===== config.mk =====
export PLATFORM = sky130hd
export DESIGN_NAME = cdm_mode_fsm
export DESIGN_NICKNAME = d
export VERILOG_FILES = /design/src/rtl/cdm_pkg.sv /design/src/rtl/cdm_opc_match.sv /design/src/rtl/cdm_next_mode.sv /design/src/rtl/cdm_mode_reg.sv /design/src/rtl/cdm_mode_fsm.sv
export SDC_FILE = /design/constraint.sdc
export NUM_CORES = 1
export LEC_CHECK = 0
export CAP_MARGIN = 30
export CORE_AREA = 3 3 40 42
export DETAILED_ROUTE_END_ITERATION = 12
export DIE_AREA = 0 0 43 45
export PLACE_DENSITY = 0.55
export SLEW_MARGIN = 20
export SYNTH_ARGS = -nofsm -noshare
export SYNTH_HDL_FRONTEND = slang
export SYNTH_SLANG_ARGS = --single-unit

===== constraint.sdc =====
create_clock -name clk -period 1.39 [get_ports clk]
set_clock_uncertainty 0.05 [all_clocks]
set_input_delay 0.139 -clock clk [delete_from_list [all_inputs] [get_ports clk]]
set_output_delay 0.139 -clock clk [all_outputs]
set_load 0.01 [all_outputs]

===== src/rtl/cdm_pkg.sv =====
// Shared types for the compressed decode mode tracker.
// Assumes: mode codes are visible on ports as plain 2-bit vectors.
package cdm_pkg;

    typedef enum logic [1:0] {
        MODE_STD  = 2'b00,
        MODE_C10  = 2'b01,
        MODE_C16  = 2'b10,
        MODE_PEND = 2'b11
    } cdm_mode_e;

endpackage


===== src/rtl/cdm_opc_match.sv =====
// Flags a major opcode that opens a 10-bit compressed halfword.
// Assumes: OPC_LIST packs NUM_OPC codes of MAJOR_W bits, entry 0 lowest.
module cdm_opc_match #(
    parameter int MAJOR_W = 6,
    parameter int NUM_OPC = 2,
    parameter logic [NUM_OPC*MAJOR_W-1:0] OPC_LIST = {6'd1, 6'd0}
) (
    input  logic [MAJOR_W-1:0] major,
    output logic               hit
);

    logic [NUM_OPC-1:0] hit_vec;

    // one comparator per listed opcode
    for (genvar i = 0; i < NUM_OPC; i++) begin : g_cmp
        assign hit_vec[i] = (major == OPC_LIST[i*MAJOR_W +: MAJOR_W]);
    end

    // any listed opcode matches
    assign hit = |hit_vec;

endmodule


===== src/rtl/cdm_next_mode.sv =====
// Transition logic: from the mode applying now and the halfword end
// bits, produce the mode for the following instruction and the
// immediate-form indication.
// Assumes: end_hi is the halfword's top bit, end_lo its bit 0.
module cdm_next_mode
    import cdm_pkg::*;
(
    input  cdm_mode_e cur,
    input  logic      end_hi,
    input  logic      end_lo,
    output cdm_mode_e nxt,
    output logic      imm_hit
);

    // per-mode successor and immediate-form decode
    always_comb begin
        nxt     = MODE_STD;
        imm_hit = 1'b0;
        case (cur)
            MODE_STD:  nxt = MODE_STD;
            MODE_C10:  nxt = end_hi ? MODE_C16 : MODE_STD;
            MODE_C16: begin
                if (end_hi) begin
                    nxt     = MODE_C16;
                    imm_hit = end_lo;
                end else begin
                    nxt = end_lo ? MODE_PEND : MODE_STD;
                end
            end
            MODE_PEND: nxt = MODE_C16;
            default:   nxt = MODE_STD;
        endcase
    end

endmodule


===== src/rtl/cdm_mode_reg.sv =====
// Held-mode register. Reset and flush force standard mode; otherwise
// the register loads the successor only on an accepted instruction.
// Assumes: synchronous active-low reset.
module cdm_mode_reg
    import cdm_pkg::*;
(
    input  logic      clk,
    input  logic      rst_n,
    input  logic      flush,
    input  logic      accept,
    input  cdm_mode_e nxt,
    output cdm_mode_e mode_q
);

    // hold, load on accept, clear on reset or flush
    always_ff @(posedge clk) begin
        if (!rst_n || flush) begin
            mode_q <= MODE_STD;
        end else if (accept) begin
            mode_q <= nxt;
        end
    end

endmodule


===== src/rtl/cdm_mode_fsm.sv =====
// Top of the compressed decode mode tracker. Reports the mode applying
// to the presented instruction, the immediate-form flag and the mode for
// the following instruction. A listed major opcode seen while standard
// is held turns that one instruction into a 10-bit halfword.
// Assumes: in_major and in_hword belong to the same presented instruction.
module cdm_mode_fsm
    import cdm_pkg::*;
#(
    parameter int HW_W    = 16,
    parameter int MAJOR_W = 6,
    parameter int NUM_OPC = 2,
    parameter logic [NUM_OPC*MAJOR_W-1:0] OPC_LIST = {6'd1, 6'd0}
) (
    input  logic               clk,
    input  logic               rst_n,
    input  logic               flush,
    input  logic               in_valid,
    input  logic               in_ready,
    input  logic [MAJOR_W-1:0] in_major,
    input  logic [HW_W-1:0]    in_hword,
    output logic [1:0]         cur_mode,
    output logic               imm_form,
    output logic [1:0]         next_mode
);

    localparam int HI_BIT = HW_W - 1;

    cdm_mode_e mode_q;
    cdm_mode_e cur_e;
    cdm_mode_e nxt_e;
    logic      opc_hit;
    logic      imm_hit;
    logic      accept;
    logic      unused_mid;

    // only the end bits steer the mode
    assign unused_mid = ^in_hword[HI_BIT-1:1];

    // handshake completes
    assign accept = in_valid && in_ready;

    cdm_opc_match #(
        .MAJOR_W  (MAJOR_W),
        .NUM_OPC  (NUM_OPC),
        .OPC_LIST (OPC_LIST)
    ) u_match (
        .major (in_major),
        .hit   (opc_hit)
    );

    // standard held plus a listed opcode means a 10-bit halfword now
    assign cur_e = (mode_q == MODE_STD && opc_hit) ? MODE_C10 : mode_q;

    cdm_next_mode u_next (
        .cur     (cur_e),
        .end_hi  (in_hword[HI_BIT]),
        .end_lo  (in_hword[0]),
        .nxt     (nxt_e),
        .imm_hit (imm_hit)
    );

    cdm_mode_reg u_reg (
        .clk    (clk),
        .rst_n  (rst_n),
        .flush  (flush),
        .accept (accept),
        .nxt    (nxt_e),
        .mode_q (mode_q)
    );

    // outputs
    assign cur_mode  = cur_e;
    assign imm_form  = in_valid && imm_hit;
    assign next_mode = flush ? MODE_STD : (accept ? nxt_e : mode_q);

endmodule


==> key figures <==
Power and ir drop
  – Tot Pwr: 0.234 mW
  – Leakage power: around 0.20 nW
  – Worst vdd ir: ~0.3 mV
  – Power Density: 589 mW/mm2

STA
  – RSZ-0062 raised after global routing: true
  – Relative slew slack: between 80% and 90%
  – Setup TNS: 0 ns
  – Period Utilization, post-route: 98.1%
  – Max Clock Freq: ~730 MHz
  – Fin. Hold Viols: 0
  – Min cycle time layout: ~1.4 ns
  – Final setup fails: 0
  – Least-Margin Pin Slew: 0.230 ns
  – Slew Limit Fails: 0

Finish
  – Area delta synth->final: 156%
  – Commonest cells after routing, fill and taps aside: 5 x dlymetal6s2s_1, 4 x nor2_1, 4 x clkdlybuf4s50_1, 4 x buf_2, 4 x buf_4
  – Fin area: 398 um2
  – Final Util: 31.0%
  – Sequential cell area: 42.5 um2
  – # fillers: between 100 and 150
  – Final #Nets: 72
  – Top flop regs: u_reg.mode_q (2)
  – Number of flip-flops in the largest register: 2
  – Register with the most flip-flops: u_reg.mode_q
  – Layout cells sized above 1: 41.9%
  – Post-Layout Cell Count: 58
  – N_diodes: 0
  – Most common cell after layout, fill and taps aside: dlymetal6s2s_1
  – Area of the multi-input gates: 135 um2

GRT
  – GR Overflow Total: 0
  – Vias in the first global route: 250
  – Largest net degree at the start of global routing: 6
  – First-pass GRT wire length: between 1000 and 1500 um
  – Initial antenna violation count: 0
  – Gr usage total: 7.32%

Clock network
  – Clk root buf: clkbuf_4
  – Worst-path clk slew: roughly 0.03 ns
  – Sink Count: 2
  – Number of buffers created by CTS: 3
  – CTS tree: yes
  – Clock tree buffer depth: 2
  – H-tree depth: 1
  – Clk_lat worst skew: 0.22 ns

Synth
  – Yosys cell types: 13
  – Ranking of synthesized cells by area: dfxtp_1 26%, nand3b_1 9.7%, nor2_1 9.7%, nand2_1 7.3%, nand4bb_1 7.3%
  – Yosys top cell area share: around 26%
  – Yosys Warn Count: 0
  – Syn Inst Count: 21
  – Syn Area/Cell: around 7.4 um2
  – Seq/Total Area, Yosys: 25.8%
  – Synth Register Bits: 2
  – Largest area contributor in the netlist: dfxtp_1
  – Post-synthesis cell area: between 150 and 200 um2
  – Synth Net Count: 48

Setup path
  – Worst setup SP type: flip-flop
  – Setup crit end kind: primary output
  – WP data required: 1.20 ns
  – Arr. time, crit path: about 1.2 ns
  – WS Path Type: flip-flop to primary output
  – Critical-path cell list: nand4bb_1 > a32oi_2 > nor3_2 > buf_2
  – Worst path slowest cell: dfxtp_2
  – Delay of the slowest cell on the worst path: 0.32 ns
  – Cells on worst reg2reg path: 3
  – CP max FO: 4

Floorplan
  – Starting density of the core: between 10% and 20%
  – Die area: roughly 0.0019 mm2
  – Die Y: 45 um
  – Die X: approximately 43 um
  – # rows: 13
  – Boundary Pins: 32
  – Core area: 0.00128 mm2

Place
  – GP Congestion: 0.653
  – Post-DP Area: 353 um2
  – Final HPWL DP: 414 um
  – Count of input and output buffers: 16
  – Placed cell count: 54

Min path
  – Hold Path Class: input pin to flip-flop
  – Hold Crit Depth: 3

Outcome
  – Status: finished clean

Drt
  – Final ANT Viol Nets: 0
  – Met1 WL: 234 um
  – Residual DRC: 0
  – DR vias/cell: between 4 and 5
  – Iter 0 DRT Violations: 2
  – Total wire length: slightly above 600 um
  – DR pass1 iterations: 2
  – Uppermost layer routed: met3
  – Metal2 WL: 322 um
  – Vias: between 200 and 250
  – Met3 Wirelength: 50 um
  – Wire per inst: 10.5 um

Job
  – Max-cap violations: 0
[area by class of cell]
class	instances	share of cell area [%]
Timing Repair Buffer	20	45.0
Clock buffer	3	5.66
Multi-Input combinational cell	18	34.0
Sequential cell	2	10.7
Tap cell	15	4.72
[final timing paths]
kind	startpoint	endpoint	slack, ns
worst min-delay path	in_hword[15]	u_reg.mode_q[1]$_SDFF_PP0_	0.38
worst min register to register	u_reg.mode_q[0]$_SDFF_PP0_	u_reg.mode_q[0]$_SDFF_PP0_	0.56
worst max register to register	u_reg.mode_q[0]$_SDFF_PP0_	u_reg.mode_q[1]$_SDFF_PP0_	0.39
worst max-delay path	u_reg.mode_q[0]$_SDFF_PP0_	next_mode[1]	0.03
[metrics by stage]
step / hold WS, ns / setup slack (ns)
floorplan: 0.240 / 0.365
global placement: 0.531 / -0.380
detailed placement: 0.512 / -0.372
CTS: 0.408 / 0.00816
global route: 0.405 / -0.0522
finish: 0.381 / 0.0267
[repair_timing]
| item | 4_1_cts | 5_1_grt |
|---|---|---|
| setup endpoints to repair | 5 | 3 |
| hold buffers | 0 | 0 |
| pin swaps | 3 | 6 |
| setup buffers | 0 | 1 |
| gates resized for setup | 23 | 7 |
[report_power, final]
group,internal [mW],leakage (nW),switching (mW)
Clock,0.0954,0.0138,0.0342
Combinational,0.0299,0.171,0.0170
Sequential,0.0578,0.0171,0.0000441
[critical path, delay by kind of cell (launching register included)]
family	cells	cell delay [ns]
compound gates	1	0.23
buf+inv	1	0.14
flops	1	0.32
simple gates	2	0.26
[layer usage]
metal,global-route usage [%],vias to the layer above
li1,-,121
met1,6.95,106
met2,12.9,9
met3,3.98,0
met4,3.61,0
met5,0,-
[cell families after synthesis]
| kind of cell | after synthesis | share of synthesized area, % |
|---|---|---|
| simple gates | 14 | 50.8 |
| compound gates | 4 | 21.0 |
| buf+inv | 1 | 2.42 |
| flops | 2 | 25.8 |
[synth_stat cells]
| cell type | instances |
|---|---|
| nand2b_1 | 1 |
| a2bb2oi_1 | 1 |
| nand3b_1 | 2 |
| nand2_1 | 3 |
| a32oi_1 | 1 |
| o21bai_1 | 1 |
| nor2_1 | 4 |
| clkbuf_1 | 1 |
| a211oi_1 | 1 |
| nor3_1 | 2 |
| dfxtp_1 | 2 |
| nor3_2 | 1 |
| nand4bb_1 | 1 |
No activity file was read; power rests on OpenSTA's default activity.
